[config.mk]
export PLATFORM = sky130hd
export DESIGN_NAME = cw_slot_ctrl
export DESIGN_NICKNAME = d
export VERILOG_FILES = /design/src/rtl/cw_pkg.sv /design/src/rtl/cw_regfile.sv /design/src/rtl/cw_ovr.sv /design/src/rtl/cw_rb_sched.sv /design/src/rtl/cw_slot_ctrl.sv
export SDC_FILE = /design/constraint.sdc
export NUM_CORES = 1
export LEC_CHECK = 0
export BUFFER_PORTS_ARGS = -buffer_cell sky130_fd_sc_hd__buf_2
export CORE_ASPECT_RATIO = 1.75
export CORE_MARGIN = 2
export CORE_UTILIZATION = 58
export DETAILED_ROUTE_END_ITERATION = 12
export MAX_ROUTING_LAYER = met4
export PLACE_DENSITY = 0.88
export SYNTH_ARGS = -nofsm -noshare
export SYNTH_HDL_FRONTEND = slang
export SYNTH_SLANG_ARGS = --single-unit
[constraint.sdc]
create_clock -name clk -period 2.1 [get_ports clk]
set_clock_uncertainty 0.05 [all_clocks]
set_input_delay 0.105 -clock clk [delete_from_list [all_inputs] [get_ports clk]]
set_output_delay 0.105 -clock clk [all_outputs]
set_load 0.05 [all_outputs]
[src/rtl/cw_pkg.sv]
package cw_pkg;
  localparam int CW_W      = 16;
  localparam int CW_IDX_W  = 4;
  localparam int CW_DATA_W = 8;

  // Bit order is fixed: the host encodes these fields.
  typedef struct packed {
    logic                 clor;
    logic                 mce;
    logic                 rreq;
    logic                 rsvd;
    logic [CW_IDX_W-1:0]  idx;
    logic [CW_DATA_W-1:0] data;
  } cw_t;

  localparam logic [CW_W-1:0] CW_RESET = 16'hC000;
endpackage

[src/rtl/cw_regfile.sv]
module cw_regfile #(
  parameter int IDX_W    = 4,
  parameter int DATA_W   = 8,
  parameter logic [(2**IDX_W)-1:0] IMPL_MASK = 16'h1FFF,
  parameter int FMT_IDX  = 8,
  parameter int MISC_IDX = 12,
  parameter int CFG_IDX  = 9,
  parameter int CAL_BIT  = 3
) (
  input  logic              clk,
  input  logic              rst,
  input  logic              wr_en,
  input  logic [IDX_W-1:0]  wr_idx,
  input  logic [DATA_W-1:0] wr_data,
  input  logic              wr_unlock,
  input  logic [IDX_W-1:0]  rd_idx,
  output logic [DATA_W-1:0] rd_data
);
  localparam int DEPTH = 2**IDX_W;

  logic [DATA_W-1:0] mem [DEPTH];
  logic [DATA_W-1:0] wr_val;
  logic              full_lock;

  // Whole-entry locks, and a single locked bit in the configuration entry.
  assign full_lock = !wr_unlock &&
                     (wr_idx == IDX_W'(FMT_IDX) || wr_idx == IDX_W'(MISC_IDX));

  always_comb begin
    wr_val = wr_data;
    if (!wr_unlock && wr_idx == IDX_W'(CFG_IDX))
      wr_val[CAL_BIT] = mem[CFG_IDX][CAL_BIT];
  end

  always_ff @(posedge clk) begin
    if (rst) begin
      for (int i = 0; i < DEPTH; i++) mem[i] <= '0;
    end else if (wr_en && IMPL_MASK[wr_idx] && !full_lock) begin
      mem[wr_idx] <= wr_val;
    end
  end

  assign rd_data = IMPL_MASK[rd_idx] ? mem[rd_idx] : '0;
endmodule

[src/rtl/cw_ovr.sv]
module cw_ovr #(
  parameter int NUM_CH = 2,
  parameter int OVR_W  = 2
) (
  input  logic                     clk,
  input  logic                     rst,
  input  logic                     smp_stb,
  input  logic                     clor,
  input  logic [NUM_CH*OVR_W-1:0]  ovr_in,
  output logic [NUM_CH*OVR_W-1:0]  ovr_st
);
  logic clor_d;

  // One boundary of delay on the clear flag.
  always_ff @(posedge clk) begin
    if (rst)          clor_d <= 1'b1;
    else if (smp_stb) clor_d <= clor;
  end

  for (genvar ch = 0; ch < NUM_CH; ch++) begin : g_ch
    logic [OVR_W-1:0] cur;
    logic [OVR_W-1:0] held;
    assign cur  = ovr_in[ch*OVR_W +: OVR_W];
    assign held = ovr_st[ch*OVR_W +: OVR_W];
    always_ff @(posedge clk) begin
      if (rst)
        ovr_st[ch*OVR_W +: OVR_W] <= '0;
      else if (smp_stb && (clor_d || cur > held))
        ovr_st[ch*OVR_W +: OVR_W] <= cur;
    end
  end
endmodule

[src/rtl/cw_rb_sched.sv]
module cw_rb_sched #(
  parameter int W       = 16,
  parameter int SLOT_W  = 2,
  parameter int M0_SLOT = 3,
  parameter int M1_SLOT = 0
) (
  input  logic              clk,
  input  logic              rst,
  input  logic              frame_stb,
  input  logic              slot_sel,
  input  logic              cap_en,
  input  logic              cap_rreq,
  input  logic [W-1:0]      live_rb,
  input  logic [W-1:0]      status_word,
  input  logic              tx_stb,
  input  logic [SLOT_W-1:0] tx_slot,
  output logic              tx_vld,
  output logic [W-1:0]      tx_word,
  output logic              tx_rb
);
  logic              mode_q;
  logic              req_q;
  logic              req_prev;
  logic [W-1:0]      snap;
  logic [SLOT_W-1:0] stat_slot;

  assign stat_slot = mode_q ? SLOT_W'(M1_SLOT) : SLOT_W'(M0_SLOT);

  always_ff @(posedge clk) begin
    if (rst) begin
      mode_q   <= 1'b0;
      req_q    <= 1'b0;
      req_prev <= 1'b0;
      snap     <= '0;
      tx_vld   <= 1'b0;
      tx_word  <= '0;
      tx_rb    <= 1'b0;
    end else begin
      if (frame_stb) begin
        mode_q   <= slot_sel;
        req_prev <= req_q;
        snap     <= live_rb;
        req_q    <= 1'b0;
      end
      // A capture belongs to the frame that is open; the last one wins.
      if (cap_en) req_q <= cap_rreq;

      tx_vld <= 1'b0;
      tx_rb  <= 1'b0;
      if (tx_stb && tx_slot == stat_slot) begin
        tx_vld <= 1'b1;
        if (!mode_q && req_q) begin
          tx_word <= live_rb;
          tx_rb   <= 1'b1;
        end else if (mode_q && req_prev) begin
          tx_word <= snap;
          tx_rb   <= 1'b1;
        end else begin
          tx_word <= status_word;
        end
      end
    end
  end
endmodule

[src/rtl/cw_slot_ctrl.sv]
module cw_slot_ctrl
  import cw_pkg::*;
#(
  parameter int SLOT_W    = 2,
  parameter int CTRL_SLOT = 0,
  parameter int M0_SLOT   = 3,
  parameter int M1_SLOT   = 0,
  parameter int NUM_CH    = 2,
  parameter int OVR_W     = 2,
  localparam int OVR_BITS = NUM_CH * OVR_W
) (
  input  logic                clk,
  input  logic                rst,
  input  logic                rx_vld,
  input  logic [SLOT_W-1:0]   rx_slot,
  input  logic [CW_W-1:0]     rx_word,
  input  logic                frame_stb,
  input  logic                slot_sel,
  input  logic [OVR_BITS-1:0] ovr_in,
  input  logic                tx_stb,
  input  logic [SLOT_W-1:0]   tx_slot,
  output logic                tx_vld,
  output logic [CW_W-1:0]     tx_word,
  output logic                tx_rb,
  output logic                dac_mute
);
  cw_t                  ctrl_q;
  cw_t                  rx_cw;
  logic                 cap;
  logic [CW_DATA_W-1:0] rd_data;
  logic [OVR_BITS-1:0]  ovr_st;
  logic [CW_W-1:0]      live_rb;
  logic [CW_W-1:0]      status_word;

  assign rx_cw = cw_t'(rx_word);
  assign cap   = rx_vld && rx_slot == SLOT_W'(CTRL_SLOT);

  always_ff @(posedge clk) begin
    if (rst)      ctrl_q <= cw_t'(CW_RESET);
    else if (cap) ctrl_q <= rx_cw;
  end

  assign dac_mute = ctrl_q.mce;

  cw_regfile #(
    .IDX_W (CW_IDX_W),
    .DATA_W(CW_DATA_W)
  ) u_rf (
    .clk      (clk),
    .rst      (rst),
    .wr_en    (cap && !rx_cw.rreq),
    .wr_idx   (rx_cw.idx),
    .wr_data  (rx_cw.data),
    .wr_unlock(rx_cw.mce),
    .rd_idx   (ctrl_q.idx),
    .rd_data  (rd_data)
  );

  cw_ovr #(
    .NUM_CH(NUM_CH),
    .OVR_W (OVR_W)
  ) u_ovr (
    .clk    (clk),
    .rst    (rst),
    .smp_stb(frame_stb),
    .clor   (ctrl_q.clor),
    .ovr_in (ovr_in),
    .ovr_st (ovr_st)
  );

  assign live_rb     = {ctrl_q.clor, ctrl_q.mce, ctrl_q.rreq, ctrl_q.rsvd,
                        ctrl_q.idx, rd_data};
  assign status_word = {{(CW_W-OVR_BITS){1'b0}}, ovr_st};

  cw_rb_sched #(
    .W      (CW_W),
    .SLOT_W (SLOT_W),
    .M0_SLOT(M0_SLOT),
    .M1_SLOT(M1_SLOT)
  ) u_sched (
    .clk        (clk),
    .rst        (rst),
    .frame_stb  (frame_stb),
    .slot_sel   (slot_sel),
    .cap_en     (cap),
    .cap_rreq   (rx_cw.rreq),
    .live_rb    (live_rb),
    .status_word(status_word),
    .tx_stb     (tx_stb),
    .tx_slot    (tx_slot),
    .tx_vld     (tx_vld),
    .tx_word    (tx_word),
    .tx_rb      (tx_rb)
  );
endmodule

==> Word-level counts from Yosys, hierarchy flattened <==
Memory sizes are Yosys's and may differ from the RTL's. A register that Yosys moved wholly into a read port is not among the register bits.
Cells that the tools add are included.
{ "totals": {"ff_bits": 50, "ramBits": 128, "rom_bits": 32, "out_inout_bits": 19, "n_memories": 3} }
{ "mem_list": {"columns": ["name", "words", "word_bits", "read_ports", "rd_clocked_by_memory_dff", "write_ports", "line", "text"], "rows": [
  ["u_rf.mem", 16, 8, 2, 1, 16, "cw_regfile.sv:21", "logic [DATA_W-1:0] mem [DEPTH];"],
  ["(no name shown)", 16, 1, 1, 0, 0, "cw_regfile.sv:38", "end else if (wr_en && IMPL_MASK[wr_idx] && !full_lock) begin"],
  ["(no name shown)", 16, 1, 1, 1, 0, "cw_regfile.sv:43", "assign rd_data = IMPL_MASK[rd_idx] ? mem[rd_idx] : '0;"]
]} }
{ "op_classes": {"magnitude_cmp": 4, "eq_ne": 4, "muxes": 24, "n_bitwise": 1, "reduce_logical": 22} }
{ "op_table": {"columns": ["cell", "count"], "rows": [
  ["two-way mux 16 bit", 2],
  ["two-way mux 4 bit", 5],
  ["two-way mux 8 bit", 2],
  ["two-way mux 1 bit", 14],
  ["== test 4 bit, second input constant", 3],
  ["logical AND 1 bit", 11],
  ["< comparator 4 x 5 -> 1 bit, second input constant", 2],
  ["OR reduction 8 bit", 1],
  ["> comparator 2 bit", 2],
  ["logical NOT 1 bit", 4],
  ["logical OR 1 bit", 3],
  ["== test 2 bit", 1],
  ["logical NOT 2 bit", 1],
  ["two-way mux 2 bit", 1],
  ["nonzero test 2 bit", 1],
  ["OR reduction 2 bit", 1],
  ["NOT 1 bit", 1]
]} }

==> Logic depth before layout (Yosys ltp) <==
Gate-level depths: netlist of run 1.
{ "logic_depth": {"depth_word": 10, "depth_mapped": 7} }

==> Cells and area by module <==
Synthesis of run 1 repeated with hierarchy kept, for this count alone.
{ "hier_totals": {"hier_cells": 583, "hier_area_um2": 7352.1} }
{ "by_module_without_submodules": {"columns": ["module", "instances", "cells_each", "area_per_inst_um2", "seq_area_each_um2"], "rows": [
  ["cw_regfile", 1, 354, 4880.9, 3123.0],
  ["cw_rb_sched", 1, 159, 1783.0, 740.7],
  ["cw_slot_ctrl", 1, 37, 370.4, 160.2],
  ["cw_ovr", 1, 33, 317.8, 100.1]
]} }

==> Least setup slack after synthesis of run 1 <==
Ideal clock, no wire load.
{ "synth_path": {"path_type": "input port to flip-flop", "start": "input port rx_slot[1]", "end": "memory u_rf.mem[5][0], enable pin", "arrival_time_ns": 1.608, "required_ns": 1.721, "path_slack_ns": 0.112, "cell_stages": 6, "cell_sequence": "or3b_4 -> buf_2 -> nor4_4 -> nand2_2 -> nor3_4 -> or2_1"} }
{ "synth_lines": {"columns": ["element", "line", "text"], "rows": [
  ["start, declared", "cw_slot_ctrl.sv:15", "input logic [SLOT_W-1:0] rx_slot,"],
  ["end, declared", "cw_regfile.sv:21", null]
]} }

==> impl_metrics.ini, run 1 <==
[global_routing]
met1_usage_pct = 27.2
track_usage_pct = 27.5
grt.busiest_layer = met2
grt_max_degree = 89
grt_pass1_wl_mm = 30.1
grt-ovfl-total = 0
global_route.usage.met3_pct = 4.48
antenna_found_initial = 0
use_met2_pct = 50.3
grt_pass1_vias = 5846

[detailed_routing]
wl_per_cell_um = 20.7
dr.pass1.iters = 6
post-route-drc-count = 0
num_vias = 5742
ant_nets = 0
drt-initial-drc-count = 437
drt-total-wl_mm = 19.7
via_per_inst = 6.03

[cts]
numCtsBuffers = 17
clock-sinks = 183
cts_root_buf = clkbuf_16
cts_tree = built
clkLatencyLatePin_ns = 0.44
post-cts-setup-buffers = 0
clkTransAtPathRegs_ns = 0.07
postCtsHoldBufs = 10
htreeDepth = 4
cts_buffer_depth = 2
cts_resized = 0

[synthesis]
netlist-cell-type-count = 47
ys_async_sr_fraction_pct = 0
syn_area_mm2 = 0.00819
yosysMostFrequentCell = edfxtp_1
synth-edff-count = 128
synth_seq_cells = 183
syn_area_per_cell_um2 = 12.1
syn_inst = 675
ys_top_cells_by_count = edfxtp_1 (128), mux2i_1 (83), and2_1 (82)
ys_seq_area_share_pct = 60.4
synth_warnings = 0
synthTopCellsByArea = edfxtp_1 (47%), dfxtp_1 (13%), mux2i_1 (10%), and2_1 (6.3%), a22oi_1 (2.0%)
synth_ff_type = edfxtp_1
synth_largest_area_cell = edfxtp_1
synth_top_area_share_pct = 46.9

[pwr]
ir_worst_vdd_mv = 0.477
leakage_uw = 0.00355
p_comb_share_pct = 8.2
p_per_area_mw_per_mm2 = 837
pwr-share-seq_pct = 51.7
switchingPower_uw = 2030
intPower_uw = 5980
switching_share_pct = 25.3
power.share.clock_pct = 40.1

[critical_path]
critPathKind = reg -> reg
worst-endpoint-required_ns = 2.36
worst-path-max-fanout = 12
crit_chain = and2_1, a22oi_1, and3_1, a31oi_1, a211oi_1
critPathMaxStageDelay_ns = 0.51
worst-path-buf-inv = 0
cp-start-kind = register
worst_setup_path_end_kind = register
slowest_stage = and2_1
crit_arrival_ns = 2.26
cp_top_family = simple AND/OR/NAND/NOR gates

[timing]
maxSlewHeadroom_pct = 50.6
finalCriticalPeriod_ns = 2.00
rsz0062_at_grt = false
worst_hold_slack_ns = 0.0331
fmax_mhz = 501
finalHoldViolations = 0
tns_ns = 0
worst_slew_pin_slew_ns = 0.741
finalSetupViolations = 0
slew_violations = 0
fin_crit_sh_pct = 95.1

[flow_run]
drv_cap = 0

[cells_and_area]
finalInstanceArea_mm2 = 0.00955
area_growth_pct = 16.6
diodes = 0
fin_nets = 796
drive_above_1_share_pct = 17.7

[min_path]
hold_class = in -> reg

[placement]
place_congestion = 0.998
port_buffers = 48
hpwlAfterDp_mm = 13.1
dpl_cell_area_mm2 = 0.00885

[floorplanning]
num_rows = 57
pin_count = 49
coreArea_mm2 = 0.0138
die_x_um = 93.8
die_h_um = 161
die_area_mm2 = 0.0151
initial_core_util_pct = 59.2

[run_status]
outcome = finished, final reports clean
==> power groups by stage <==
stage	clock [µW]	combinational (µW)	sequential, µW
2_1_floorplan	0	365	4230
3_3_place_gp	0	604	4190
3_5_place_dp	0	621	4210
4_1_cts	3200	645	4130
5_1_grt	3350	701	4150
6_report	3210	657	4130
==> layout make-up <==
| cell class | instances | area (µm²) |
|---|---|---|
| Fill cell | 870 | 4280 |
| Sequential cell | 183 | 4950 |
| Clock buffer | 17 | 425 |
| Timing Repair Buffer | 92 | 646 |
| Multi-Input combinational cell | 462 | 3110 |
| Tap cell | 177 | 221 |
| Clock inverter | 15 | 180 |
| Inverter | 6 | 22.5 |
==> cells by family (layout without fill, tap and decap cells) <==
logic type / Yosys count / in the layout / synth area share [%]
mux: 83 / 83 / 10.1
buf+inv: 53 / 130 / 2.72
simple gates: 249 / 249 / 17.7
fa+ha+maj: 4 / 4 / 0.611
other cells: 1 / 24 / 0.0458
flops: 183 / 183 / 60.4
compound gates: 102 / 102 / 8.39
==> layer usage <==
metal  part of all wire, %  wire (µm)
met4                   4.3        851
met5                     0          0
met1                    34       6610
met3                   6.2       1220
met2                    56      11000
==> worst paths after layout <==
path	end	slack (ns)	start	cells past startpoint
min reg2reg	ctrl_q[13]	0.44	ctrl_q[13]	2
max	u_sched.snap[3]	0.10	register	5
min	ctrl_q[10]	0.03	rx_word[10]	3
max reg2reg	u_sched.snap[3]	0.10	register	5
==> layout by cell type (no fill, tap or decap), drive strengths merged, types with 22 or more instances in the layout <==
| cell type | n |
|---|---|
| nand2 | 42 |
| mux2i | 83 |
| edfxtp | 128 |
| dfxtp | 55 |
| nor2 | 38 |
| a22oi | 22 |
| conb | 24 |
| buf | 82 |
| a21oi | 29 |
| and2 | 82 |
==> through the flow <==
| stage | power [µW] | cells | worst slack (ns) | utilization (%) |
|---|---|---|---|---|
| global placement | 4800 | 910 | 0.130 | 64.0 |
| floorplan | 4590 | 698 | 0.112 | - |
| CTS | 7980 | 952 | 0.170 | 69.1 |
| global route | 8200 | 952 | 0.0854 | 69.1 |
| finish | 8000 | 952 | 0.103 | 69.1 |
| detailed placement | 4830 | 910 | 0.0969 | 64.0 |
==> sequential cells by signal, indices dropped and copies added, names as in the netlist, named ones only <==
signal and count:
ctrl_q 7, u_sched.tx_word 16, u_sched.mode_q 1, u_sched.tx_vld 1
dac_mute 1, u_sched.snap 16, u_rf.mem 128, u_sched.tx_rb 1
u_sched.req_prev 1, u_ovr.clor_d 1, u_ovr.g_ch.held 4, u_sched.req_q 1
==> worst reg2reg max path: cells and delay by family, from the launching register on <==
kind	cells	cell delay, ns
AO/OA/AOI/OAI	3	0.63
flip-flops	1	0.41
AND/OR/NAND/NOR	2	0.78
No activity file was read; power rests on OpenSTA's default activity.
==> run 2, diff against run 1 <==
==> constraint.sdc (replaced) <==
create_clock -name clk -period 2.1 [get_ports clk]
set_clock_uncertainty 0.05 [all_clocks]
set_input_delay 0.42 -clock clk [delete_from_list [all_inputs] [get_ports clk]]
set_output_delay 0.42 -clock clk [all_outputs]
set_load 0.05 [all_outputs]
==> run 2 against run 1 <==
Against the previous run: count of clock-buffer cells in the layout rose by 1; largest power group unchanged; critical path depth rose by 1; total power shrank 1.3%; flip-flop and latch count unchanged; register-to-register slack barely moved.
==> impl_metrics.ini, run 2 (synthesis gave the netlist of run 1 again) <==
[run_status]
outcome = finished, final reports clean

[floorplanning]
initial_core_util_pct = 59.2
coreArea_mm2 = 0.0138
num_rows = 57
die_x_um = 93.8
pin_count = 49
die_h_um = 161
die_area_mm2 = 0.0151

[cells_and_area]
layout_common_cells = edfxtp_1 (128), mux2i_1 (83), and2_1 (82)
final_common_cell = edfxtp_1
fin_cells = 949
drive_above_1_share_pct = 19.4
reg_top3 = u_rf.mem x128, u_sched.snap x16, u_sched.tx_word x16
diodes = 0
area_growth_pct = 15.9
fin_nets = 793
largest_reg_flops = 128
regMostFlops = u_rf.mem
final_util_pct = 68.6

[cts]
clkTransAtPathRegs_ns = 0.07
cts_root_buf = clkbuf_16
postCtsHoldBufs = 0
numCtsBuffers = 17
htreeDepth = 4
clock-sinks = 183
cts_buffer_depth = 2
cts_tree = built
clkLatencyLatePin_ns = 0.44
cts_resized = 0
post-cts-setup-buffers = 0

[placement]
place_congestion = 0.936
hpwlAfterDp_mm = 13.6
port_buffers = 48
place_inst = 917

[detailed_routing]
via_per_inst = 6.06
num_vias = 5752
post-route-drc-count = 0
drt-initial-drc-count = 480
drt-total-wl_mm = 20.0
dr.pass1.iters = 5
ant_nets = 0
wl_per_cell_um = 21.0

[global_routing]
track_usage_pct = 28.0
grt-ovfl-total = 0
antenna_found_initial = 0
grt_pass1_vias = 5713
grt_pass1_wl_mm = 30.3
grt_max_degree = 91

[critical_path]
slowest_stage = dfxtp_4
worst_setup_path_end_kind = register
worst-path-max-fanout = 13
crit_chain = buf_4, mux2i_1, a22oi_1, and3_1, a31oi_1, o22ai_1
crit_arrival_ns = 2.24
critPathMaxStageDelay_ns = 0.52
critPathKind = reg -> reg
cp-start-kind = register
worst-endpoint-required_ns = 2.35

[timing]
finalCriticalPeriod_ns = 1.99
worst_slew_pin_slew_ns = 0.697
fin_crit_sh_pct = 94.7
fmax_mhz = 503
maxSlewHeadroom_pct = 53.5
finalHoldViolations = 0
slew_violations = 0
rsz0062_at_grt = false
finalSetupViolations = 0

[pwr]
intPower_uw = 5860
switchingPower_uw = 2030
ir_worst_vdd_mv = 0.380
pwr-share-seq_pct = 52.3
leakage_uw = 0.00355
switching_share_pct = 25.8
p_per_area_mw_per_mm2 = 832
power.share.clock_pct = 39.3
p_comb_share_pct = 8.3

[min_path]
hold_class = in -> reg
min_from = rx_word[15]

[flow_run]
drv_cap = 0
[run 2: final timing paths]
path,to,slack (ns),depth (start not counted)
worst min register to register,ctrl_q[12],0.43,2
worst max-delay path,u_sched.tx_word[1],0.11,6
worst min-delay path,ctrl_q[15],0.17,3
worst max register to register,u_sched.tx_word[1],0.11,6
[run 2: area by class of cell]
type,count,area [µm²]
inverter,6,22.5
fill,947,4340
tap,177,221
clock inverter,14,145
clock buffer,18,429
multi-input combinational,462,3130
timing repair buffer,89,601
sequential,183,4950
[run 2: power by group through the flow]
stage / registers, µW / logic [µW] / clock network, µW
2_1_floorplan: 4230 / 372 / 0
3_3_place_gp: 4200 / 613 / 0
3_5_place_dp: 4210 / 634 / 0
4_1_cts: 4130 / 644 / 3110
5_1_grt: 4150 / 698 / 3240
6_report: 4130 / 656 / 3110
[run 2: worst max-delay path, delay by kind of cell (launching register included)]
kind | cells | cell delay (ns)
AO/OA/AOI/OAI | 3 | 0.55
buffers and inverters | 1 | 0.25
flip-flops | 1 | 0.52
multiplexers | 1 | 0.22
AND/OR/NAND/NOR | 1 | 0.27
[run 2: per-stage QoR]
| stage | setup TNS [ns] | total power [µW] | hold slack [ns] | setup WS (ns) | area (µm²) |
|---|---|---|---|---|---|
| 2_1_floorplan | -2.27 | 4600 | 0.399 | -0.0659 | 8300 |
| 5_1_grt | 0 | 8080 | 0.186 | 0.0293 | 9500 |
| 4_1_cts | 0 | 7890 | 0.159 | 0.171 | 9500 |
| 6_report | 0 | 7900 | 0.167 | 0.110 | 9500 |
| 3_3_place_gp | -0.987 | 4810 | 0.412 | -0.0534 | 8920 |
| 3_5_place_dp | -3.68 | 4840 | 0.419 | -0.158 | 8920 |
[run 2: layer usage]
layer  track usage (%)  vias to the layer above  routed length [µm]
met3              4.43                       62                1340
met1              28.5                     2792                6680
li1                  -                     2603                   -
met5                 -                        -                   0
met2              50.4                      295               11000
met4              15.0                        0                 934
==> run 3, diff against run 2 <==
Settings changed: CORE_UTILIZATION 58 to 25, PLACE_DENSITY 0.88 to 0.51, SETUP_SLACK_MARGIN set to 0.5, SYNTH_HIERARCHICAL set to 1.
==> run 3 against run 2 <==
Against the previous run: first-iteration DRC count down 47%; final cell count up 16%; critical endpoint is now u_sched/tx_word[3]; clock power down 8.7%; largest cell class unchanged.
==> impl_metrics.ini, run 3 <==
[placement]
hpwlAfterDp_mm = 14.9
dpl_cell_area_mm2 = 0.00894
port_buffers = 48
place_congestion = 0.745

[detailed_routing]
via_per_inst = 4.59
post-route-drc-count = 0
drt-initial-drc-count = 255
drt-total-wl_mm = 20.8
ant_nets = 0
dr.pass1.iters = 4
wl_per_cell_um = 18.9
num_vias = 5031

[cells_and_area]
area_growth_pct = 43.5
fin_nets = 737
drive_above_1_share_pct = 43.4
diodes = 0
reg_top3 = u_rf/mem x104, u_sched/snap x16, u_sched/tx_word x16
largest_reg_flops = 104
regMostFlops = u_rf/mem
finalInstanceArea_mm2 = 0.0106
layout_common_cells = edfxtp_1 (104), mux2i_1 (95), dfxtp_1 (46)
final_common_cell = edfxtp_1

[synthesis]
syn_area_per_cell_um2 = 12.6
yosysMostFrequentCell = edfxtp_1
syn_inst = 583
synthTopCellsByArea = edfxtp_1 (42%), dfxtp_1 (14%), mux2i_1 (13%), nor3_1 (5.6%), mux4_2 (4.9%)
ys_top_cells_by_count = edfxtp_1 (104), mux2i_1 (96), nor3_1 (82)
netlist-cell-type-count = 43
synth-edff-count = 104
ys_seq_area_share_pct = 56.1
synth_seq_cells = 154
synth_ff_type = edfxtp_1
syn_area_mm2 = 0.00735
synth_largest_area_cell = edfxtp_1
ys_async_sr_fraction_pct = 0
synth_top_area_share_pct = 42.5
synth_warnings = 6

[min_path]
min_path_cells = 3
min_from = ovr_in[1]
hold_class = in -> reg
holdPathEnd = u_ovr/g_ch[0].held[1]

[cts]
clkTransAtPathRegs_ns = 0.06
postCtsHoldBufs = 0
clkLatencyLatePin_ns = 0.44
htreeDepth = 4
cts_tree = built
clock-sinks = 154
cts_root_buf = clkbuf_16
cts_buffer_depth = 2
numCtsBuffers = 17

[timing]
fmax_mhz = 485
finalHoldViolations = 0
tns_ns = 0
maxSlewHeadroom_pct = 55.9
finalCriticalPeriod_ns = 2.06
finalSetupViolations = 0
worst_slew_pin_slew_ns = 0.659
fin_crit_sh_pct = 98.1
rsz0062_at_grt = true
slew_violations = 0

[flow_run]
drv_cap = 0

[pwr]
fin_total_pwr_uw = 7140
p_per_area_mw_per_mm2 = 676
ir_worst_vdd_mv = 0.376
leakage_uw = 0.00376

[critical_path]
crit_arrival_ns = 2.34
cp-start-kind = register
critPathKind = reg -> reg
rr_endpoint = u_sched/tx_word[3]
reg2reg_depth = 6
worst-path-max-fanout = 10
r2r_setup_slack_ns = 0.04
worst-endpoint-required_ns = 2.38
worst_setup_path_end_kind = register
timing.rr.start = ctrl_q[9]

[floorplanning]
pin_count = 49
die_area_mm2 = 0.0308
die_h_um = 231
initial_core_util_pct = 25.2
num_rows = 83
die_x_um = 134
coreArea_mm2 = 0.0292

[global_routing]
antenna_found_initial = 0
track_usage_pct = 14.1
grt_pass1_vias = 5191
grt-ovfl-total = 0
grt_pass1_wl_mm = 30.9
grt_max_degree = 31

[run_status]
outcome = finished, final reports clean
==> run 3: cell families after synthesis <==
family / share of synthesized area [%]
and+or+nand+nor: 14.6
DFF: 56.1
muxes: 18.0
buffers and inverters: 4.46
AOI/OAI and AO/OA: 6.11
adders and majority gates: 0.681
other: 0.0510
==> run 3: worst max-delay path by stage <==
stage / start / endpoint / depth (start not counted) / slack, ns
after CTS: ctrl_q[9] / u_sched/tx_word[3] / 6 / 0.04
after floorplan: rx_slot[1] / u_rf/mem[12][0] / 9 / -0.31
after detailed placement: rx_slot[1] / u_rf/mem[8][2] / 7 / -0.25
final: ctrl_q[9] / u_sched/tx_word[3] / 6 / 0.04
after global placement: rx_slot[1] / u_rf/mem[4][5] / 7 / -0.23
after global routing: ctrl_q[9] / u_sched/tx_word[3] / 6 / -0.06
==> run 3: layout make-up <==
type	count	area, µm²
fillers	2791	18600
well taps	382	478
clock inverters	12	103
repair buffers	135	1380
multi-input cells	384	3980
flip-flops and latches	154	4130
clock buffers	19	433
inverters	11	41.3
==> run 3: stage by stage <==
stage	setup slack, ns	utilization, %	cells	hold WS [ns]
4_1_cts	0.0448	34.1	1088	0.191
3_3_place_gp	-0.235	30.6	1042	0.409
2_1_floorplan	-0.313	-	606	0.410
5_1_grt	-0.0642	36.2	1097	0.203
6_report	0.0391	36.2	1097	0.194
3_5_place_dp	-0.249	30.6	1042	0.413
==> run 3: report_power, final <==
part | total (µW) | switching (µW) | leakage (µW) | internal [µW]
sequential | 3440 | 67.1 | 0.00141 | 3370
combinational | 859 | 507 | 0.00213 | 352
clock | 2840 | 1230 | 0.000233 | 1610
total | 7140 | 1800 | 0.00376 | 5330
==> run 3: metal layers <==
metal	track usage [%]	vias to the layer above	part of all wire, %
li1	-	2414	-
met1	12.4	2511	34
met2	28.1	74	60
met3	2.17	32	2.0
met4	7.21	0	3.6
met5	-	-	0
==> run 3: what timing repair did <==
| action | in CTS | in global routing |
|---|---|---|
| hold endpoints to repair | 0 | 0 |
| endpoints found under the setup margin | 197 | 178 |
| buffers inserted | 13 | 6 |
| cloned | 2 | 3 |
| gates resized for setup | 56 | 92 |
| pin swaps | 24 | 34 |
==> run 3: worst max-delay path, stage by stage (launching register included) <==
cell and delay [ns]:
dfxtp_4 0.40, buf_12 0.16, mux4_2 0.54, a221o_1 0.34, mux2i_1 0.14, mux2i_1 0.12, a22o_1 0.19
